<file path="src/rtl/lpm_pkg.sv">
package lpm_pkg;
    typedef enum logic [1:0] {
        MD_RUN    = 2'd0,
        MD_SETTLE = 2'd1,
        MD_IDLE   = 2'd2,
        MD_HALT   = 2'd3
    } lpm_mode_e;
endpackage

</file>
<file path="src/rtl/lpm_wake_timer.sv">
module lpm_wake_timer #(
    parameter int TMR_W    = 13,
    parameter int WAKE_BIT = 12
) (
    input  logic clk,
    input  logic rst_n,
    input  logic run_i,
    output logic tick_o
);
    typedef struct packed {
        logic [TMR_W-1:0] cnt;
    } tmr_t;

    tmr_t st_d, st_q;

    always_comb begin
        st_d   = st_q;
        tick_o = 1'b0;
        if (run_i) begin
            st_d.cnt = st_q.cnt + TMR_W'(1);
            tick_o   = st_d.cnt[WAKE_BIT] ^ st_q.cnt[WAKE_BIT];
        end
    end

    always_ff @(posedge clk or negedge rst_n) begin
        if (!rst_n) st_q <= '0;
        else        st_q <= st_d;
    end


    tmr_step_chk: assert property (@(posedge clk) disable iff (!rst_n)
        run_i |=> st_q.cnt == $past(st_q.cnt) + TMR_W'(1));

    tmr_hold_chk: assert property (@(posedge clk) disable iff (!rst_n)
        !run_i |=> $stable(st_q.cnt));
endmodule

</file>
<file path="src/rtl/lpm_pend_flag.sv">
module lpm_pend_flag (
    input  logic clk,
    input  logic rst_n,
    input  logic tick_i,
    input  logic clr_i,
    input  logic irq_en_i,
    output logic pend_o,
    output logic irq_o
);
    typedef struct packed {
        logic pend;
    } pend_t;

    pend_t st_d, st_q;

    always_comb begin
        st_d = st_q;
        if (tick_i)     st_d.pend = 1'b1;
        else if (clr_i) st_d.pend = 1'b0;
    end

    always_ff @(posedge clk or negedge rst_n) begin
        if (!rst_n) st_q <= '0;
        else        st_q <= st_d;
    end

    assign pend_o = st_q.pend;
    assign irq_o  = st_q.pend & irq_en_i;


    pend_set_chk: assert property (@(posedge clk) disable iff (!rst_n)
        tick_i |=> pend_o);

    pend_keep_chk: assert property (@(posedge clk) disable iff (!rst_n)
        (pend_o && !clr_i) |=> pend_o);
endmodule

</file>
<file path="src/rtl/lpm_seq.sv">
module lpm_seq
    import lpm_pkg::*;
#(
    parameter int SETTLE_CYC = 2
) (
    input  logic      clk,
    input  logic      rst_n,
    input  logic      idle_req_i,
    input  logic      halt_req_i,
    input  logic      wake_i,
    input  logic      tick_i,
    input  logic      wdog_cfg_i,
    input  logic      cmon_cfg_i,
    output lpm_mode_e mode_o,
    output logic      clk_en_o,
    output logic      osc_en_o,
    output logic      wdog_en_o,
    output logic      cmon_en_o,
    output logic      tmr_run_o
);
    localparam int SC_W = (SETTLE_CYC > 1) ? $clog2(SETTLE_CYC) : 1;
    localparam logic [SC_W-1:0] SC_LAST = SC_W'(SETTLE_CYC - 1);

    typedef struct packed {
        lpm_mode_e       mode;
        logic            tgt_halt;
        logic [SC_W-1:0] cnt;
        logic            clk_en;
    } seq_t;

    seq_t st_d, st_q;

    always_comb begin
        st_d = st_q;
        unique case (st_q.mode)
            MD_RUN: begin
                if (halt_req_i || idle_req_i) begin
                    st_d.mode     = MD_SETTLE;
                    st_d.tgt_halt = halt_req_i;
                    st_d.cnt      = '0;
                end
            end
            MD_SETTLE: begin
                if (wake_i) begin
                    st_d.mode = MD_RUN;
                end else if (st_q.cnt == SC_LAST) begin
                    st_d.mode = st_q.tgt_halt ? MD_HALT : MD_IDLE;
                end else begin
                    st_d.cnt = st_q.cnt + SC_W'(1);
                end
            end
            MD_IDLE: begin
                if (wake_i || tick_i) st_d.mode = MD_RUN;
            end
            MD_HALT: begin
                if (wake_i) st_d.mode = MD_RUN;
            end
            default: st_d.mode = MD_RUN;
        endcase
        st_d.clk_en = (st_d.mode != MD_IDLE) && (st_d.mode != MD_HALT);
    end

    always_ff @(posedge clk or negedge rst_n) begin
        if (!rst_n) begin
            st_q.mode     <= MD_RUN;
            st_q.tgt_halt <= 1'b0;
            st_q.cnt      <= '0;
            st_q.clk_en   <= 1'b1;
        end else begin
            st_q <= st_d;
        end
    end

    assign mode_o    = st_q.mode;
    assign clk_en_o  = st_q.clk_en;
    assign osc_en_o  = (st_q.mode != MD_HALT);
    assign wdog_en_o = wdog_cfg_i && (st_q.mode != MD_HALT);
    assign cmon_en_o = cmon_cfg_i;
    assign tmr_run_o = (st_q.mode != MD_HALT);


    idle_settle_chk: assert property (@(posedge clk) disable iff (!rst_n)
        (mode_o == MD_RUN && idle_req_i && !halt_req_i) |=> (mode_o == MD_SETTLE && clk_en_o));

    halt_prio_chk: assert property (@(posedge clk) disable iff (!rst_n)
        (mode_o == MD_RUN && halt_req_i) |=> (mode_o == MD_SETTLE && st_q.tgt_halt));

    tick_exit_chk: assert property (@(posedge clk) disable iff (!rst_n)
        (mode_o == MD_IDLE && tick_i) |=> (mode_o == MD_RUN && clk_en_o));

    halt_hold_chk: assert property (@(posedge clk) disable iff (!rst_n)
        (mode_o == MD_HALT && !wake_i) |=> mode_o == MD_HALT);

    wake_exit_chk: assert property (@(posedge clk) disable iff (!rst_n)
        (mode_o != MD_RUN && wake_i) |=> (mode_o == MD_RUN && clk_en_o));
endmodule

</file>
<file path="src/rtl/lpm_ctrl.sv">
module lpm_ctrl
    import lpm_pkg::*;
#(
    parameter int TMR_W      = 13,
    parameter int WAKE_BIT   = 12,
    parameter int SETTLE_CYC = 2
) (
    input  logic       clk,
    input  logic       rst_n,
    input  logic       idle_req,
    input  logic       halt_req,
    input  logic       wake_req,
    input  logic       pend_clr,
    input  logic       tmr_irq_en,
    input  logic       wdog_cfg,
    input  logic       cmon_cfg,
    output logic       core_clk_en,
    output logic       osc_en,
    output logic       wdog_en,
    output logic       cmon_en,
    output logic       tmr_pend,
    output logic       tmr_irq,
    output logic [1:0] mode
);
    logic      tick_w;
    logic      run_w;
    lpm_mode_e mode_w;

    lpm_wake_timer #(
        .TMR_W    (TMR_W),
        .WAKE_BIT (WAKE_BIT)
    ) u_timer (
        .clk    (clk),
        .rst_n  (rst_n),
        .run_i  (run_w),
        .tick_o (tick_w)
    );

    lpm_pend_flag u_pend (
        .clk      (clk),
        .rst_n    (rst_n),
        .tick_i   (tick_w),
        .clr_i    (pend_clr),
        .irq_en_i (tmr_irq_en),
        .pend_o   (tmr_pend),
        .irq_o    (tmr_irq)
    );

    lpm_seq #(
        .SETTLE_CYC (SETTLE_CYC)
    ) u_seq (
        .clk        (clk),
        .rst_n      (rst_n),
        .idle_req_i (idle_req),
        .halt_req_i (halt_req),
        .wake_i     (wake_req),
        .tick_i     (tick_w),
        .wdog_cfg_i (wdog_cfg),
        .cmon_cfg_i (cmon_cfg),
        .mode_o     (mode_w),
        .clk_en_o   (core_clk_en),
        .osc_en_o   (osc_en),
        .wdog_en_o  (wdog_en),
        .cmon_en_o  (cmon_en),
        .tmr_run_o  (run_w)
    );

    assign mode = mode_w;
endmodule

</file>
<file path="config.mk">
export PLATFORM = sky130hd
export DESIGN_NAME = lpm_ctrl
export DESIGN_NICKNAME = d
export VERILOG_FILES = /design/src/rtl/lpm_pkg.sv /design/src/rtl/lpm_wake_timer.sv /design/src/rtl/lpm_pend_flag.sv /design/src/rtl/lpm_seq.sv /design/src/rtl/lpm_ctrl.sv
export SDC_FILE = /design/constraint.sdc
export NUM_CORES = 1
export LEC_CHECK = 0
export BUFFER_PORTS_ARGS = -buffer_cell sky130_fd_sc_hd__buf_2
export CORE_MARGIN = 10
export CORE_UTILIZATION = 46
export CTS_BUF_LIST = sky130_fd_sc_hd__clkbuf_16
export DETAILED_ROUTE_END_ITERATION = 8
export PLACE_DENSITY_LB_ADDON = 0.25
export SYNTH_ARGS = -nofsm -noshare
export SYNTH_HDL_FRONTEND = slang
export SYNTH_SLANG_ARGS = --single-unit
</file>
<file path="constraint.sdc">
create_clock -name clk -period 2.25 [get_ports clk]
set_clock_uncertainty 0.05 [all_clocks]
set_input_delay 0.1125 -clock clk [delete_from_list [all_inputs] [get_ports clk]]
set_output_delay 0.1125 -clock clk [all_outputs]
set_load 0.1 [all_outputs]
</file>
Word-level counts from Yosys, hierarchy flattened
Cells that the tools add are included.
{"block": "word_totals", "ff_bits": 19, "wordCells": 40}
{"block": "classes", "n_addsub": 2, "n_eq_ne": 8, "n_mux": 13, "n_bitwise": 2, "n_reduce_logical": 9}
{"operator": "$add A13 B1 Y13 const B", "n": 1}
{"operator": "$mux W2", "n": 4}
{"operator": "$ne A2 B2 Y1 const B", "n": 4}
{"operator": "$pmux W2 S4", "n": 1}
{"operator": "$mux W1", "n": 6}
{"operator": "$eq A2 B2 Y1 const B", "n": 2}
{"operator": "$mux W4", "n": 1}
{"operator": "$reduce_bool A2 Y1", "n": 2}
{"operator": "$reduce_and A3 Y1", "n": 1}
{"operator": "$eq A2 B1 Y1 const B", "n": 1}
{"operator": "$logic_and A1 B1 Y1", "n": 2}
{"operator": "$logic_not A2 Y1", "n": 1}
{"operator": "$logic_or A1 B1 Y1", "n": 2}
{"operator": "$ne A2 B1 Y1 const B", "n": 1}
{"operator": "$pmux W1 S2", "n": 1}
{"operator": "$reduce_and A2 Y1", "n": 1}
{"operator": "$add A1 B1 Y1 const B", "n": 1}
{"operator": "$and A1 B1 Y1", "n": 1}
{"operator": "$xor A1 B1 Y1", "n": 1}

Longest topological paths before layout
Gate-level depths: netlist of run 1.
{"block": "logic_depth", "word_depth": 8, "ltp_mapped": 5, "depth_no_buf": 4}

Hierarchy
From an unflattened synthesis of run 1, not the netlist that was laid out.
{"block": "hier_totals", "hier_cells": 75, "hier_area_um2": 868.3}
{"mod": "lpm_wake_timer", "n_inst": 1, "cells_each": 46, "area_each_um2": 561.8, "seq_area_each_um2": 300.3}
{"mod": "lpm_seq", "n_inst": 1, "cells_each": 25, "area_each_um2": 264.0, "seq_area_each_um2": 126.4}
{"mod": "lpm_pend_flag", "n_inst": 1, "cells_each": 4, "area_each_um2": 42.5, "seq_area_each_um2": 25.0}

Worst setup path before layout of run 1
OpenSTA, ideal clock, no wires.
{"block": "synth_path", "path_type": "reg2out", "startpoint": "reg u_seq.mode_o[1] (netlist name)", "endpoint": "out wdog_en", "t_arrival_ns": 2.096, "t_required_ns": 2.088, "slack_ns": -0.009, "path_stages_with_launch": 4, "path_buffers": 1, "cell_sequence": "dfrtp_1 -> buf_6 -> nand2_1 -> and2_1"}
{"block": "synth_via", "elab_chain_len": 2}
{"element": "$ne A2 B2 Y1"}
{"element": "via osc_en", "line_no": "lpm_ctrl.sv:18", "source": "output logic osc_en,"}
{"element": "$logic_and A1 B1 Y1", "line_no": "lpm_seq.sv:77", "source": "assign wdog_en_o = wdog_cfg_i && (st_q.mode != MD_HALT);"}
{"element": "to (decl)", "line_no": "lpm_ctrl.sv:19", "source": "output logic wdog_en,"}
The timed path passes the listed nets, and every way through them passes these cells.

Worst setup path after layout of run 1
{"block": "layout_path", "startpoint": "reg u_seq.mode_o[1] (netlist name)", "endpoint": "out wdog_en"}
{"block": "layout_via", "elab_chain_len": 2}
{"element": "$ne A2 B2 Y1", "line_no": "lpm_seq.sv:77"}
{"element": "$logic_and A1 B1 Y1", "line_no": "lpm_seq.sv:77"}
No other way between the ends.

==> results.cfg, run 1 <==
[setup_path]
cpPeakStageDelay_ns = 0.49
start_kind = flop
crit-reg2reg-launch = u_seq.mode_o[0]
cp.depth = 3
worst_path_max_delay_cell = dfrtp_1
arrival_ns = 1.53
r2r_end = u_timer.st_q[11]
path_cells = nand2_1 > and2_2 > buf_2
crit_start = u_seq.mode_o[1]
cp_top_family = flip-flops
required_ns = 2.09
cp_num_buf_inv = 1
rrSetupSlack_ns = 0.84
critPathMaxFanout = 10
reg2reg_depth = 4
critPathKind = flop to output port
endpoint = wdog_en
critPathCaptureType = output port

[die]
die_area_um2 = 3970
fp.coreArea_um2 = 1750
num_rows = 15
die_w_um = 63.0
start_util_pct = 48.8
ios = 17
die_y_um = 63.0

[final_layout]
drive_gt1_share_pct = 27.8
diodes = 0
layout_commonest_cell = dfrtp_1
final_cells = 115
final_nets = 101
fillers = 166
syn_to_final_growth_pct = 18.5
mostFrequentLayoutCells = dfrtp_1, buf_2, nand2_1, nor2_1, xor2_1

[pwr]
power_frac_comb_pct = 36.6
p_leak_uw = 0.000477
p_int_uw = 849
cellPowerDensity_nw_per_um2 = 1440
pwr-share-clk_pct = 23.9
netSwitchingPower_uw = 604
switching_share_pct = 41.6
seq_power_share_pct = 39.5
irDropWorstVdd_uv = 1000

[routing]
viasPerCell = 4.89
first_pass_iters = 4
drc_errors = 0
num_vias = 562
routed_wl_um = 1590
drt-initial-drc-count = 13
antenna_left = 0
wl_per_cell_um = 13.9

[yosys]
synth_cells = 75
synth_nets = 85
synth_compound_area_share_pct = 8.81
synth-xor-area-share_pct = 11.3
synthTopCellsByArea = dfrtp_1, xor2_1, xnor2_1, nand2_1, nor2_1
synth_simple_gate_area_share_pct = 19.7
synth_top_family_by_area = simple AND/OR/NAND/NOR gates
yosysSeqAreaShare_pct = 53.0
synthArstFlopShare_pct = 100
synthAdderAreaFrac_pct = 1.47
syn_area_um2 = 852
synth_edf_count = 0
ys_warn_count = 0
synth_top_area_cell = dfrtp_1
synth.distinct_cells = 29
synth.avg_cell_area_um2 = 11.4
synthMuxAreaShare_pct = 1.32
ys_seq_elements = 18
netlist.area_leader.share_pct = 49.9
synth_flop_cell = dfrtp_1

[timing]
drv_slew = 0
slew_headroom_pct = 67.6
rsz0062_at_grt = no
final-setup-viol-count = 0
setup-tns-final_ns = 0
period_minus_slack_ns = 1.69
max_freq_mhz = 592
finalHoldViolations = 0
fin_crit_sh_pct = 75.0
worstMarginPinSlew_ns = 0.490

[clock_tree]
clkSinkCount = 18
cts_buffers = 3
cts_tree = yes
clock_latency_ns = 0.24
cts.htree.levels = 1
path_clk_slew_ns = 0.05
root_buffer = clkbuf_16
clockBufferDepth = 2

[worst_hold_path]
hold_path.class = input port to flop

[placed_design]
io_buffers = 14
detailed_place_hpwl_um = 1170
dp.cells = 110
place_congestion = 0.781

[global_routing]
grt_max_degree = 19
grt_pass1_wl_um = 2620
track_usage_pct = 8.38
antenna_found_initial = 0
grt_overflow = 0
first_global_vias = 554

[outcome]
status = finished clean

[job]
maxCapViolations = 0
-- area by class of cell --
| cell class | instances | area, um2 | area share [%] |
|---|---|---|---|
| Sequential cell | 18 | 452 | 44.7 |
| Multi-Input combinational cell | 52 | 364 | 36.1 |
| Timing Repair Buffer | 15 | 80.1 | 7.93 |
| Clock buffer | 3 | 75.1 | 7.43 |
| Tap cell | 25 | 31.3 | 3.10 |
| Clock inverter | 1 | 3.75 | 0.372 |
| Inverter | 1 | 3.75 | 0.372 |
-- power groups by stage --
| stage | Combinational (uW) | Clock, uW | Sequential (uW) |
|---|---|---|---|
| finish | 531 | 348 | 574 |
| global placement | 524 | 0 | 568 |
| CTS | 539 | 362 | 572 |
| detailed placement | 533 | 0 | 576 |
| global route | 575 | 373 | 593 |
| floorplan | 462 | 0 | 584 |
-- synth_stat cells (all sizes together), types with 2 or more instances --
library cell	count
nand3	2
o21ai	2
and2	2
nand2	9
nor2	8
dfrtp	17
xnor2	4
xor2	7
nand4	3
buf	4
-- flip-flops by register name (all words and copies together), names as in the netlist --
name and count:
u_pend.pend_o 1, u_seq.mode_o 2, u_seq.st_q 2, u_timer.st_q 12, u_seq.clk_en_o 1
-- repair_timing --
item | 4_1_cts | 5_1_grt
gates resized for setup | 0 | 0
hold buffers | 1 | 0
buffers inserted | 0 | 0
endpoints found under the hold margin | 17 | 0
-- per-layer routing --
| metal | global-route usage, % | part of all wire [%] | up-vias |
|---|---|---|---|
| met1 | 8.56 | 43 | 260 |
| met5 | 0 | 0 | - |
| li1 | - | - | 284 |
| met4 | 2.51 | 0.75 | 0 |
| met3 | 5.91 | 8.3 | 2 |
| met2 | 13.3 | 48 | 16 |
-- per-stage QoR --
step	power [uW]	utilization [%]	worst slack, ns	hold slack, ns	instance area, um2
2_1_floorplan	1050	-	0.242	-0.233	853
3_3_place_gp	1090	52.8	0.830	0.00818	921
3_5_place_dp	1110	52.8	0.822	0.0115	921
4_1_cts	1470	57.8	0.550	0.0143	1010
5_1_grt	1540	57.8	0.484	0.0262	1010
6_report	1450	57.8	0.562	0.0120	1010
-- worst register-to-register path: stages, from the launching register on --
cell and delay (ns):
dfrtp_1 0.48, a21boi_4 0.24, nand3_4 0.12, nor4_2 0.28
xor2_1 0.16
-- logic make-up after synthesis --
kind of cell             count (synthesis)
AND/OR/NAND/NOR                         30
flip-flops                              18
XOR/XNOR                                11
AO/OA/AOI/OAI                            9
buffers and inverters                    5
multiplexers                             1
adder cells (fa/ha/maj)                  1
-- worst min-delay path by stage --
stage                     startpoint             to  slack, ns  cells past startpoint
final                       pend_clr  u_pend.pend_o       0.01                      2
after floorplan                rst_n  u_pend.pend_o      -0.23                      0
after global routing        pend_clr  u_pend.pend_o       0.03                      2
after CTS                   pend_clr  u_pend.pend_o       0.01                      2
after detailed placement       rst_n  u_seq.st_q[1]       0.01                      1
after global placement         rst_n  u_seq.st_q[1]      0.008                      1
Power figures use the tool's default switching activity.
==> inputs of run 2 (changes only) <==
--- a/config.mk
+++ b/config.mk
@@ -5,6 +5,7 @@
 export SDC_FILE = /design/constraint.sdc
 export NUM_CORES = 1
 export LEC_CHECK = 0
+export ABC_AREA = 1
 export BUFFER_PORTS_ARGS = -buffer_cell sky130_fd_sc_hd__buf_2
 export CORE_MARGIN = 10
 export CORE_UTILIZATION = 46
==> constraint.sdc (replaced) <==
create_clock -name clk -period 1.4 [get_ports clk]
set_clock_uncertainty 0.05 [all_clocks]
set_input_delay 0.07 -clock clk [delete_from_list [all_inputs] [get_ports clk]]
set_output_delay 0.07 -clock clk [all_outputs]
set_load 0.1 [all_outputs]
==> results.cfg, run 2 <==
[outcome]
status = finished clean

[yosys]
ys_warn_count = 0
synthMostInstantiatedCell = nand2_1
ys_seq_elements = 18
netlist.area_leader.share_pct = 45.0
synth_nets = 127
synth_edf_count = 0
yosys-top-cells-count = nand2_1, dfrtp_1, inv_1, nor2_1
synthTopCellsByArea = dfrtp_1, nand2_1, inv_1, nor2_1, xor2_1
synth_cells = 117
yosysSeqAreaShare_pct = 47.8
synthArstFlopShare_pct = 100
synth.avg_cell_area_um2 = 8.08
synth_top_area_cell = dfrtp_1
synth_flop_cell = dfrtp_1
synth.distinct_cells = 21
syn_area_um2 = 946

[worst_hold_path]
hold_path.class = input port to flop

[setup_path]
rrSetupSlack_ns = 0.14
required_ns = 1.28
endpoint = mode[1]
critPathMaxFanout = 4
r2r_end = u_timer.st_q[8]
arrival_ns = 1.20
crit_start = u_seq.mode_o[1]
path_cells = buf_4 > buf_2
reg2reg_depth = 5
worst_path_max_delay_cell = buf_2
critPathCaptureType = output port
cpPeakStageDelay_ns = 0.42
crit-reg2reg-launch = u_timer.st_q[1]
critPathKind = flop to output port
start_kind = flop

[routing]
drc_errors = 0
drt-initial-drc-count = 27
antenna_left = 0
routed_wl_um = 1890
viasPerCell = 4.58
first_pass_iters = 4
num_vias = 746
wl_per_cell_um = 11.6

[pwr]
cellPowerDensity_nw_per_um2 = 2210
p_leak_uw = 0.000607
irDropWorstVdd_uv = 1270

[die]
die_area_um2 = 4270
fp.coreArea_um2 = 1960
ios = 17
die_w_um = 65.3
die_y_um = 65.3
num_rows = 16
start_util_pct = 48.2

[timing]
drv_slew = 0
rsz0062_at_grt = no
fin_crit_sh_pct = 94.4
slew_headroom_pct = 67.4
final-setup-viol-count = 0
worstMarginPinSlew_ns = 0.492
max_freq_mhz = 757
finalHoldViolations = 0
period_minus_slack_ns = 1.32

[final_layout]
syn_to_final_growth_pct = 26.3
mostFrequentLayoutCells = nand2_1, inv_1, dfrtp_1, nor2_1, buf_2
final_nets = 147
fin_util_pct = 60.9
largest_reg_flops = 12
diodes = 0
final_cells = 163
top_register = u_timer.st_q
drive_gt1_share_pct = 24.3
layout_commonest_cell = nand2_1

[clock_tree]
clock_latency_ns = 0.25
path_clk_slew_ns = 0.05
cts_tree = yes
clkSinkCount = 18
cts_buffers = 3
root_buffer = clkbuf_16
clockBufferDepth = 2
cts.htree.levels = 1

[global_routing]
grt_max_degree = 19
antenna_found_initial = 0
grt_pass1_wl_um = 3350
grt_overflow = 0
track_usage_pct = 9.63
first_global_vias = 767

[placed_design]
io_buffers = 14
place_congestion = 0.819
dp.cells = 157
detailed_place_hpwl_um = 1410

[job]
maxCapViolations = 0
==> run 2: kinds of logic (layout without fill, tap and decap cells) <==
group / after synthesis / in the layout / synth area share [%]
AND/OR/NAND/NOR: 64 / 64 / 30.6
buffers and inverters: 21 / 40 / 10.1
flip-flops: 18 / 18 / 47.8
XOR/XNOR: 7 / 7 / 6.48
AO/OA/AOI/OAI: 6 / 6 / 3.84
adder cells (fa/ha/maj): 1 / 1 / 1.32
==> run 2: how the worst min path moves through the flow <==
stage / from / end / slack (ns) / cells past startpoint
final: halt_req / u_seq.st_q[2] / 0.03 / 2
after detailed placement: rst_n / u_timer.st_q[4] / -0.03 / 1
after global routing: halt_req / u_seq.st_q[2] / 0.04 / 2
after global placement: rst_n / u_timer.st_q[3] / -0.03 / 1
after CTS: halt_req / u_seq.st_q[2] / 0.02 / 2
after floorplan: rst_n / u_pend.pend_o / -0.28 / 0
==> run 2: through the flow <==
| step | hold WS [ns] | TNS, ns | power [uW] | cell area [um2] | worst slack [ns] |
|---|---|---|---|---|---|
| 3_5_place_dp | -0.0325 | 0 | 2050 | 1080 | 0.0961 |
| 5_1_grt | 0.0411 | 0 | 2800 | 1190 | 0.00549 |
| 6_report | 0.0271 | 0 | 2640 | 1190 | 0.0783 |
| 4_1_cts | 0.0209 | 0 | 2630 | 1180 | 0.0663 |
| 3_3_place_gp | -0.0332 | 0 | 2020 | 1080 | 0.159 |
| 2_1_floorplan | -0.276 | -0.0224 | 1810 | 958 | -0.0224 |
==> run 2: where the power goes <==
part           switching [uW]  total [uW]  internal, uW
combinational             810        1170           357
sequential                190         912           721
clock                     179         558           379
total                    1180        2640          1460
==> run 2: layer usage <==
layer	share of wire (%)	track usage, %
met3	8.6	3.56
met2	43	14.5
met5	0	0
met4	1.4	4.81
met1	47	11.7
==> run 2: layout make-up <==
class	count	area, um2
well taps	27	33.8
clock buffers	3	75.1
multi-input cells	78	418
fillers	182	767
clock inverters	1	3.75
inverters	18	76.3
repair buffers	18	135
flip-flops and latches	18	453
==> run 2: worst max-delay path, delay by kind of cell, from the launching register on <==
| family | cells | cell delay, ns |
|---|---|---|
| flip-flops | 1 | 0.39 |
| buffers and inverters | 2 | 0.57 |
==> run 2: what timing repair did <==
item                                    4_1_cts  5_1_grt
hold buffers                                  2        0
endpoints found under the setup margin        0        3
hold endpoints to repair                     18        0
setup buffers                                 0        0
gates resized for setup                       0        3
==> inputs of run 3 (changes only) <==
==> constraint.sdc (replaced) <==
create_clock -name clk -period 1.2 [get_ports clk]
set_clock_uncertainty 0.05 [all_clocks]
set_input_delay 0.06 -clock clk [delete_from_list [all_inputs] [get_ports clk]]
set_output_delay 0.06 -clock clk [all_outputs]
set_load 0.1 [all_outputs]
==> results.cfg, run 3 (synthesis gave the netlist of run 2 again) <==
[outcome]
status = complete, but fails checks
violations = setup timing

[timing]
period_minus_slack_ns = 1.29
drv_slew = 0
fin_hold_ws_ns = 0.0154
slew_headroom_pct = 71.3
fin_crit_sh_pct = 108
fin_ws_ns = -0.0904
final-setup-viol-count = 7
worstMarginPinSlew_ns = 0.431
rsz0062_at_grt = yes
finalHoldViolations = 0
max_freq_mhz = 775

[clock_tree]
cts_tree = yes
path_clk_slew_ns = 0.05
cts.htree.levels = 1
clockBufferDepth = 2
clock_latency_ns = 0.25
root_buffer = clkbuf_16
clkSinkCount = 18
cts_buffers = 3

[die]
die_area_um2 = 4270
ios = 17
die_w_um = 65.3
num_rows = 16
fp.coreArea_um2 = 1960
die_y_um = 65.3
start_util_pct = 48.2

[setup_path]
cp_top_family = simple AND/OR/NAND/NOR gates
required_ns = 1.33
cpPeakStageDelay_ns = 0.41
path_cells = buf_4 > inv_1 > nor2_2 > nand2_1 > nor2_2 > inv_1 > nand2_1
critPathCaptureType = flop
critPathMaxFanout = 3
start_kind = flop
r2r_end = u_seq.mode_o[1]
critPathKind = flop to flop
crit-reg2reg-launch = u_seq.mode_o[0]
arrival_ns = 1.42
rrSetupSlack_ns = -0.09
cp_num_buf_inv = 3
worst_path_max_delay_cell = dfrtp_2
reg2reg_depth = 7

[routing]
num_vias = 923
first_pass_iters = 5
drt-initial-drc-count = 32
routed_wl_um = 2770
drc_errors = 0
wl_per_cell_um = 15.4
antenna_left = 0
viasPerCell = 5.13

[placed_design]
io_buffers = 14
detailed_place_hpwl_um = 1520
post-place-ws_ns = -0.0776
place_congestion = 0.807

[global_routing]
first_global_vias = 906
grt_pass1_wl_um = 4190
antenna_found_initial = 0
grt_max_degree = 19
track_usage_pct = 12.4
grt_overflow = 0

[final_layout]
diodes = 0
layout_commonest_cell = nand2_1
mostFrequentLayoutCells = nand2_1, buf_4, inv_1, dfrtp_1
drive_gt1_share_pct = 43.1
largest_reg_flops = 12
top_register = u_timer.st_q
syn_to_final_growth_pct = 57.5
fillers = 154
final_nets = 164

[worst_hold_path]
hold_start = idle_req
holdPathStages = 3
min_to = u_seq.mode_o[0]
hold_path.class = input port to flop

[pwr]
irDropWorstVdd_uv = 2200
p_leak_uw = 0.000726
cellPowerDensity_nw_per_um2 = 2630

[job]
maxCapViolations = 0
-- run 3: changes by cell type in the layout (fill, tap and decap cells not counted), moves of 2 or more --
cell and change:
dfrtp_1 -3, inv_1 -2, buf_12 +5, dfrtp_2 +2
nor2_4 +2, buf_2 -5, nor2_1 -6, nand2_2 +2
nand2_1 -4, buf_4 +16, nor2_2 +4
-- run 3: power breakdown --
group          internal (uW)  switching (uW)
clock                    443             228
sequential               852             267
combinational            884            1250
-- run 3: cell type report --
class | count | area [um2] | share of cell area (%)
Clock buffer | 3 | 75.1 | 5.04
Inverter | 18 | 81.3 | 5.46
Multi-Input combinational cell | 78 | 495 | 33.2
Timing Repair Buffer | 35 | 342 | 22.9
Clock inverter | 1 | 3.75 | 0.252
Sequential cell | 18 | 459 | 30.8
Tap cell | 27 | 33.8 | 2.27
-- run 3: worst min-delay path: stages --
cell and delay [ns]:
buf_2 0.09, o21ai_2 0.07, nand2_1 0.07
-- run 3: worst max path at each step --
stage / startpoint / cells past startpoint / slack [ns] / to
after floorplan: u_seq.mode_o[1] / 3 / -0.14 / wdog_en
after global placement: u_timer.st_q[1] / 5 / -0.02 / u_timer.st_q[8]
after detailed placement: u_timer.st_q[1] / 5 / -0.08 / u_timer.st_q[8]
after CTS: u_seq.mode_o[1] / 4 / -0.04 / wdog_en
after global routing: u_seq.mode_o[0] / 7 / -0.18 / u_seq.mode_o[1]
final: u_seq.mode_o[0] / 7 / -0.09 / u_seq.mode_o[1]
-- run 3: what timing repair did --
action	in CTS	in global routing
resized for setup	8	12
pin swaps	8	7
buffers inserted	7	6
hold endpoints to repair	18	0
hold buffers	2	0
endpoints found under the setup margin	9	16
-- run 3: metal layers --
metal	up-vias	GRT usage, %	part of all wire, %
met5	-	0	0
met4	0	4.81	3.0
met3	16	2.71	4.3
met2	29	23.0	55
met1	450	13.3	37
li1	428	-	-
-- run 3: stage by stage --
stage               utilization, %  setup TNS, ns  instances  total power (uW)  cell area (um2)
floorplan                        -         -0.359        117              2210              996
global placement              62.6        -0.0365        161              2700             1230
detailed placement            62.6         -0.186        161              2740             1230
CTS                           71.9         -0.154        174              3640             1410
global route                  76.0         -0.929        180              4110             1490
finish                        76.0         -0.335        180              3920             1490
